**src/rtl/sercfg_regs.sv**
```systemverilog
module sercfg_regs #(
  parameter int ADDR_W = 6
) (
  input  logic              clk,
  input  logic              rst_n,
  input  logic [ADDR_W-1:0] bus_addr,
  input  logic              bus_wr,
  input  logic              bus_rd,
  input  logic [7:0]        bus_wdata,
  output logic [7:0]        bus_rdata,
  input  logic              rx_full_evt,
  input  logic              rx_ready_evt,
  input  logic              brk_evt,
  output logic              tx_valid,
  output logic [7:0]        tx_data,
  output logic              tx_irq,
  output logic              rx_irq,
  output logic              err_irq,
  output logic              brk_irq,
  output logic              bad_wr,
  output logic [7:0]        mode_o,
  output logic [7:0]        rate_o,
  output logic [7:0]        ctrl_o,
  output logic [7:0]        port_o
);
  localparam logic [ADDR_W-1:0] A_MODE = ADDR_W'('h00);
  localparam logic [ADDR_W-1:0] A_RATE = ADDR_W'('h04);
  localparam logic [ADDR_W-1:0] A_CTRL = ADDR_W'('h08);
  localparam logic [ADDR_W-1:0] A_TXD  = ADDR_W'('h0c);
  localparam logic [ADDR_W-1:0] A_STAT = ADDR_W'('h10);
  localparam logic [ADDR_W-1:0] A_PORT = ADDR_W'('h20);
  localparam logic [ADDR_W-1:0] A_RSVD = ADDR_W'('h24);
  localparam logic [7:0] M_MODE = 8'h7b;
  localparam logic [7:0] M_CTRL = 8'hfa;
  localparam logic [7:0] M_PORT = 8'hf3;

  // flag order: {tend, tde, brk, rdf, dr}
  logic [4:0] flags, flags_n, keep, set;
  logic       wr_ctrl, wr_stat, wr_txd, mapped, rearm, rxi_set, rxi_clr;
  logic [7:0] rd_val;

  assign wr_ctrl = bus_wr && bus_addr == A_CTRL;
  assign wr_stat = bus_wr && bus_addr == A_STAT;
  assign wr_txd  = bus_wr && bus_addr == A_TXD;
  assign mapped  = bus_addr inside {A_MODE, A_RATE, A_CTRL, A_TXD, A_STAT, A_PORT, A_RSVD};
  assign rearm   = bus_rd && !bus_wr && bus_addr == A_STAT && ctrl_o[5];

  always_comb begin
    keep = wr_stat ? {bus_wdata[6], bus_wdata[5], bus_wdata[4], bus_wdata[1], bus_wdata[0]} : 5'b11111;
    if (wr_txd) keep[3] = 1'b0;
    set = {(wr_ctrl && !bus_wdata[5]) || rearm, rearm, brk_evt, rx_full_evt, rx_ready_evt};
    flags_n = (flags & keep) | set;
  end

  assign rxi_set = rx_full_evt && ctrl_o[6];
  assign rxi_clr = (wr_ctrl && !bus_wdata[6]) || (wr_stat && !(bus_wdata[1] && bus_wdata[0]));

  always_comb begin
    unique case (bus_addr)
      A_MODE:  rd_val = mode_o;
      A_RATE:  rd_val = rate_o;
      A_CTRL:  rd_val = ctrl_o;
      A_STAT:  rd_val = {1'b0, flags[4], flags[3], flags[2], 2'b00, flags[1], flags[0]};
      A_PORT:  rd_val = port_o;
      default: rd_val = 8'h00;
    endcase
  end

  always_ff @(posedge clk or negedge rst_n) begin
    if (!rst_n) begin
      mode_o    <= 8'h00;
      rate_o    <= 8'hff;
      ctrl_o    <= 8'h20;
      port_o    <= 8'h00;
      flags     <= 5'b11000;
      rx_irq    <= 1'b0;
      tx_valid  <= 1'b0;
      tx_data   <= 8'h00;
      bad_wr    <= 1'b0;
      bus_rdata <= 8'h00;
    end else begin
      flags     <= flags_n;
      rx_irq    <= rxi_set || (rx_irq && !rxi_clr);
      tx_valid  <= wr_txd;
      bad_wr    <= bus_wr && !mapped;
      bus_rdata <= (bus_rd && !bus_wr) ? rd_val : 8'h00;
      if (wr_txd) tx_data <= bus_wdata;
      if (bus_wr && bus_addr == A_MODE) mode_o <= bus_wdata & M_MODE;
      if (bus_wr && bus_addr == A_RATE) rate_o <= bus_wdata;
      if (wr_ctrl) ctrl_o <= bus_wdata & M_CTRL;
      if (bus_wr && bus_addr == A_PORT) port_o <= bus_wdata & M_PORT;
    end
  end

  assign tx_irq  = ctrl_o[7];
  assign err_irq = 1'b0;
  assign brk_irq = 1'b0;
endmodule

```
**config.mk**
```make
export PLATFORM = sky130hd
export DESIGN_NAME = sercfg_regs
export DESIGN_NICKNAME = d
export VERILOG_FILES = /design/src/rtl/sercfg_regs.sv
export SDC_FILE = /design/constraint.sdc
export NUM_CORES = 1
export LEC_CHECK = 0
export ABC_AREA = 1
export CORE_MARGIN = 2
export CORE_UTILIZATION = 49
export CTS_CLUSTER_SIZE = 24
export DETAILED_ROUTE_END_ITERATION = 10
export PLACE_DENSITY = 0.82
export SLEW_MARGIN = 20
export SYNTH_ARGS = -nofsm -noshare
export SYNTH_HDL_FRONTEND = slang
export SYNTH_SLANG_ARGS = --single-unit
```
**constraint.sdc**
```tcl
create_clock -name clk -period 2.3 [get_ports clk]
set_input_delay 0.46 -clock clk [delete_from_list [all_inputs] [get_ports clk]]
set_output_delay 0.46 -clock clk [all_outputs]
set_load 0.03 [all_outputs]
```
==> results.py, run 1 <==
metrics = {
    "status": {
        "outcome": "finished clean",
    },
    "final_layout": {
        "insertedDiodeCount": 0,
        "drive_above_1_share_pct": 12.73,
        "area_growth_pct": 34.48,
        "fillers": 353,
        "final_nets": 350,
    },
    "power": {
        "power.share.switching_pct": 32.23,
        "power.combinational.fraction_pct": 26.4,
        "powerDensity_nw_per_um2": 747.6,
        "power.sequential.fraction_pct": 46.7,
        "internal_cell_power_mw": 1.565,
        "total_power_mw": 2.310,
        "vdd_ir_drop_max_mv": 0.5553,
        "leakage_power_nw": 1.420,
        "p_sw_mw": 0.7443,
        "power_frac_clock_pct": 27.0,
    },
    "yosys": {
        "synth_cells": 259,
        "synth-seq-area-share_pct": 55.07,
        "synth_cell_type_count": 25,
        "postSynthRegisterBits": 50,
        "ys_warn_count": 0,
        "postSynthAreaPerCell_um2": 8.870,
        "synth.cell_area_um2": 2297,
    },
    "critical_path": {
        "cp_num_buf_inv": 1,
        "timing.rr.start": "ctrl_o[5]",
        "worst_path_dominant_cell_family": "buffers and inverters",
        "cp_cell_sequence": "clkdlybuf4s50_1",
        "cp-start-kind": "flop",
        "timing.critical_path.required_ps": 1840,
        "max_stage_delay_ps": 680,
        "timing.critical_path.arrival_ps": 1590,
        "worstSetupPathType": "flop to output pin",
        "launching_element_of_the_worst_setup_path": "ctrl_o[5]",
        "worst_setup_path_end_kind": "output pin",
        "cp_max_fo": 4,
        "slowest_stage": "sky130_fd_sc_hd__clkdlybuf4s50_1",
    },
    "clock_network": {
        "clock-sinks": 50,
        "post-cts-setup-buffers": 0,
        "number_of_buffers_inserted_by_hold_repair_at_cts": 0,
        "post_cts_resize_count": 0,
        "cts-buffers-inserted": 5,
        "clock_tree.root_cell": "sky130_fd_sc_hd__clkbuf_8",
        "cts_tree": "yes",
        "insertion_delay_ps": 310,
        "cts-root-to-sink-buffers": 2,
        "cts.clk_slew.worst_paths_ps": 90,
        "htree_num_levels": 2,
    },
    "timing": {
        "finalSetupViolCount": 0,
        "drv_slew": 0,
        "grt_setup_unrepaired": "false",
        "finClkSkew_ps": 5.846,
        "timing.final.crit_share_pct": 88.95,
        "finalCriticalPeriod_ps": 2046,
        "remaining_max_slew_budget_at_the_tightest_pin_pct": 65.79,
        "max_freq_mhz": 488.8,
        "tightest_slew_ps": 511.3,
        "timing_hold_violations_final": 0,
        "setup-tns-final_ps": 0,
    },
    "grt": {
        "initial_antenna_violation_count": 0,
        "globalRouteTotalUtil_pct": 23.30,
        "grt_overflow": 0,
        "first_global_vias": 1907,
        "grt_start_max_net_pins": 23,
        "global_route_wire_length_before_repair_um": 9273,
    },
    "placed_design": {
        "hpwl_um": 4342,
        "portBuffers": 66,
        "place_congestion": 0.9013,
    },
    "routing": {
        "num_vias": 1985,
        "detailedRoute.firstIterationViolations": 183,
        "drc_errors": 0,
        "finalWirelength_um": 5726,
        "drt_first_pass_iters": 4,
        "detail-route-antenna-nets": 0,
        "routed_wl_per_cell_um": 14.99,
        "routed_via_density": 5.196,
    },
    "job": {
        "max_cap_violations": 0,
    },
    "die": {
        "floorplan.initialDensity_pct": 51.69,
        "die-area_um2": 5252,
        "design.portCount": 75,
        "chipHeight_um": 72.47,
        "placeableCoreArea_um2": 4444,
        "dieWidth_um": 72.47,
        "row_count": 24,
    },
    "hold_path": {
        "timing.hold.worst.class": "input pin to asynchronous set/reset pin",
    },
}
## worst register-to-register path, cell delays in order (launching register included)
cell and delay [ps]:
sky130_fd_sc_hd__dfstp_2 590, sky130_fd_sc_hd__nand4_1 110, sky130_fd_sc_hd__nand3_1 100, sky130_fd_sc_hd__nor2_1 60
sky130_fd_sc_hd__nor2_1 90
## metrics by stage
| step | util [%] | cells | setup slack [ps] | cell area (µm²) | hold WS, ps |
|---|---|---|---|---|---|
| 6_report | 69.51 | 382 | 254.2 | 3089 | 32.66 |
| 3_3_place_gp | 66.98 | 374 | 264.8 | 2977 | 365.6 |
| 3_5_place_dp | 66.98 | 374 | 168.1 | 2977 | 371.6 |
| 2_1_floorplan | - | 266 | 889.3 | 2323 | 164.4 |
| 4_1_cts | 69.51 | 382 | 247.0 | 3089 | 32.36 |
| 5_1_grt | 69.51 | 382 | 231.5 | 3089 | 50.48 |
## power by group through the flow
stage               registers [mW]  logic, mW  clock network (mW)
global route                  1.09      0.650               0.659
global placement              1.09      0.598                   0
detailed placement            1.09      0.610                   0
finish                        1.08      0.609               0.622
CTS                           1.08      0.613               0.631
floorplan                     1.25      0.163                   0
## registers in the layout, summed over array words and instances, names as in the netlist, 5 cells and up
register / count
flags: 5
rate_o: 8
bus_rdata: 8
ctrl_o: 6
tx_data: 8
port_o: 6
mode_o: 6
## final cells by class
cell class / instances / area [µm²] / share of cell area (%)
clock buffers: 5 / 68.82 / 2.228
clock inverters: 3 / 43.79 / 1.418
inverters: 24 / 90.09 / 2.916
multi-input cells: 175 / 848.3 / 27.46
flip-flops and latches: 50 / 1265 / 40.95
well taps: 52 / 65.06 / 2.106
repair buffers: 73 / 708.2 / 22.92
## per-layer routing
metal  GRT usage, %  vias to the layer above  part of all wire [%]
li1               -                      972                     -
met1          30.77                      923                    43
met2          38.84                       82                    49
met3          5.556                        8                   7.1
met4          6.173                        0                  0.86
met5              0                        -                     0
## cell families (layout without fill, tap and decap cells)
family / after synthesis / count (layout) / share of synthesized area [%]
other: 1 / 8 / 0.1632
AND/OR/NAND/NOR: 126 / 126 / 26.31
buffers and inverters: 41 / 105 / 9.150
AO/OA/AOI/OAI: 41 / 41 / 9.314
flip-flops: 50 / 50 / 55.07
## worst paths after layout
kind	to	slack, ps	cells after the start
worst max-delay path	ctrl_o[5]	250	1
worst min-delay path	flags[1]	30	1
worst max register to register	bus_rdata[5]	1290	4
worst min register to register	rate_o[7]	500	2
max in group asynchronous	rate_o[0]	1610	2
min in group clk	rate_o[7]	500	2
## cell usage after synthesis
cell / n / area (µm²)
sky130_fd_sc_hd__a21boi_0: 1 / 7.510
sky130_fd_sc_hd__a21oi_1: 7 / 35.03
sky130_fd_sc_hd__a21oi_2: 1 / 8.760
sky130_fd_sc_hd__buf_2: 6 / 30.03
sky130_fd_sc_hd__buf_4: 9 / 67.56
sky130_fd_sc_hd__buf_6: 2 / 22.52
sky130_fd_sc_hd__conb_1: 1 / 3.750
sky130_fd_sc_hd__dfrtp_1: 39 / 975.9
sky130_fd_sc_hd__dfstp_2: 11 / 289.0
sky130_fd_sc_hd__inv_1: 23 / 86.33
sky130_fd_sc_hd__inv_2: 1 / 3.750
sky130_fd_sc_hd__nand2_1: 53 / 198.9
sky130_fd_sc_hd__nand2_2: 1 / 6.260
sky130_fd_sc_hd__nand2_4: 1 / 11.26
sky130_fd_sc_hd__nand3_1: 23 / 115.1
sky130_fd_sc_hd__nand4_1: 14 / 87.58
sky130_fd_sc_hd__nor2_1: 22 / 82.58
sky130_fd_sc_hd__nor2_2: 6 / 37.54
sky130_fd_sc_hd__nor2_4: 3 / 33.78
sky130_fd_sc_hd__nor3_1: 1 / 5.000
sky130_fd_sc_hd__nor3_2: 1 / 10.01
sky130_fd_sc_hd__nor3_4: 1 / 16.27
sky130_fd_sc_hd__o21ai_0: 6 / 30.03
sky130_fd_sc_hd__o21ai_1: 25 / 125.1
sky130_fd_sc_hd__o21bai_1: 1 / 7.510
## layout by cell type, fill, tap and decap left out, drive strengths merged
| cell type | count |
|---|---|
| a21boi | 1 |
| a21oi | 8 |
| buf | 8 |
| bufinv | 1 |
| clkbuf | 5 |
| clkdlybuf4s50 | 65 |
| clkinv | 1 |
| conb | 8 |
| dfrtp | 39 |
| dfstp | 11 |
| inv | 25 |
| nand2 | 55 |
| nand3 | 23 |
| nand4 | 14 |
| nor2 | 31 |
| nor3 | 3 |
| o21ai | 31 |
| o21bai | 1 |
(Power assumes the default switching activity.)
==> inputs of run 2 (changes only) <==
- CORE_UTILIZATION: 49 -> 40
- PLACE_DENSITY: 0.82 -> 0.69
==> run 2 against run 1 <==
Final cell count rose by 5.8%. Fmax up 2.2%. Critical path depth unchanged. Largest power group unchanged.
==> results.py, run 2 (synthesized netlist as in run 1, its figures left out) <==
metrics = {
    "status": {
        "outcome": "finished clean",
    },
    "routing": {
        "num_vias": 2002,
        "drc_errors": 0,
        "detail-route-antenna-nets": 0,
        "drt_first_pass_iters": 5,
        "detailedRoute.firstIterationViolations": 133,
        "routed_via_density": 4.955,
        "routed_wl_per_cell_um": 14.80,
        "finalWirelength_um": 5978,
    },
    "grt": {
        "globalRouteTotalUtil_pct": 20.13,
        "initial_antenna_violation_count": 0,
        "global_route_wire_length_before_repair_um": 9673,
        "grt_start_max_net_pins": 29,
        "grt_overflow": 0,
        "first_global_vias": 2015,
    },
    "power": {
        "vdd_ir_drop_max_mv": 0.3198,
        "powerDensity_nw_per_um2": 699.4,
        "leakage_power_nw": 1.416,
        "total_power_mw": 2.177,
    },
    "timing": {
        "timing_hold_violations_final": 0,
        "setup-tns-final_ps": 0,
        "final.setup.worst_slack_ps": 298.6,
        "finalCriticalPeriod_ps": 2001,
        "finClkSkew_ps": 10.01,
        "max_freq_mhz": 499.6,
        "remaining_max_slew_budget_at_the_tightest_pin_pct": 66.17,
        "grt_setup_unrepaired": "false",
        "hold-worst-slack_ps": 119.9,
        "drv_slew": 0,
        "tightest_slew_ps": 507.5,
        "finalSetupViolCount": 0,
        "timing.final.crit_share_pct": 87.02,
    },
    "clock_network": {
        "htree_num_levels": 2,
        "clock-sinks": 50,
        "number_of_buffers_inserted_by_hold_repair_at_cts": 0,
        "cts.clk_slew.worst_paths_ps": 90,
        "insertion_delay_ps": 300,
        "clock_tree.root_cell": "sky130_fd_sc_hd__clkbuf_8",
        "cts_tree": "yes",
        "cts-root-to-sink-buffers": 2,
        "cts-buffers-inserted": 5,
        "post_cts_resize_count": 0,
        "post-cts-setup-buffers": 0,
    },
    "critical_path": {
        "slowest_stage": "sky130_fd_sc_hd__clkdlybuf4s50_1",
        "cp_cell_sequence": "clkdlybuf4s50_1",
        "worstSetupPathType": "flop to output pin",
        "max_stage_delay_ps": 670,
        "worst_path_dominant_cell_family": "buffers and inverters",
        "timing.critical_path.arrival_ps": 1540,
        "cp_num_buf_inv": 1,
        "worst_setup_path_end_kind": "output pin",
        "cp_max_fo": 4,
        "timing.critical_path.required_ps": 1840,
        "cp-start-kind": "flop",
    },
    "final_layout": {
        "insertedDiodeCount": 0,
        "layout.core_utilization_pct": 56.19,
        "drive_above_1_share_pct": 12.65,
        "final_nets": 352,
        "final_cell_mix": "65 x sky130_fd_sc_hd__clkdlybuf4s50_1, 53 x sky130_fd_sc_hd__nand2_1, 39 x sky130_fd_sc_hd__dfrtp_1",
        "mostFrequentLayoutCell": "sky130_fd_sc_hd__clkdlybuf4s50_1",
        "layout_top_registers": "bus_rdata (8), rate_o (8), tx_data (8)",
        "instances_no_fill": 404,
        "area_growth_pct": 35.51,
        "finish.instance_area_um2": 3113,
    },
    "placed_design": {
        "detailed_place.area_um2": 3029,
        "place_congestion": 0.9106,
        "placed_cells": 396,
        "portBuffers": 66,
        "preCtsSetupSlack_ps": 203.7,
        "hpwl_um": 4643,
    },
    "job": {
        "max_cap_violations": 0,
    },
    "die": {
        "die-area_um2": 6365,
        "placeableCoreArea_um2": 5540,
        "design.portCount": 75,
        "floorplan.initialDensity_pct": 41.46,
        "chipHeight_um": 79.78,
        "dieWidth_um": 79.78,
        "row_count": 27,
    },
    "hold_path": {
        "timing.hold.worst.class": "input pin to asynchronous set/reset pin",
    },
}
[run 2: power by group]
| part | internal, mW | leakage, nW | total, mW | switching, mW |
|---|---|---|---|---|
| Clock | 0.216 | 0.0385 | 0.488 | 0.273 |
| Sequential | 0.996 | 0.612 | 1.07 | 0.0778 |
| Combinational | 0.247 | 0.766 | 0.615 | 0.368 |
[run 2: final cells by class]
class	count	area (µm²)
Fill cell	543	2427
Sequential cell	50	1265
Multi-Input combinational cell	175	848.3
Timing Repair Buffer	75	735.7
Inverter	24	90.09
Tap cell	72	90.09
Clock buffer	7	76.32
Clock inverter	1	7.507
[run 2: metal layers]
layer	wire, µm	track usage [%]
met5	0	0
met1	2658	27.37
met3	343	3.394
met2	2817	31.93
met4	159	8.475
[run 2: worst paths after layout]
check,from,endpoint,slack (ps),depth (start not counted)
max,ctrl_o[5],ctrl_o[5],300,1
min,rst_n,mode_o[0],120,1
min in group clk,rate_o[2],rate_o[2],490,2
min reg2reg,rate_o[2],rate_o[2],490,2
max in group asynchronous,rst_n,rate_o[6],1580,2
max reg2reg,ctrl_o[5],bus_rdata[5],1280,4
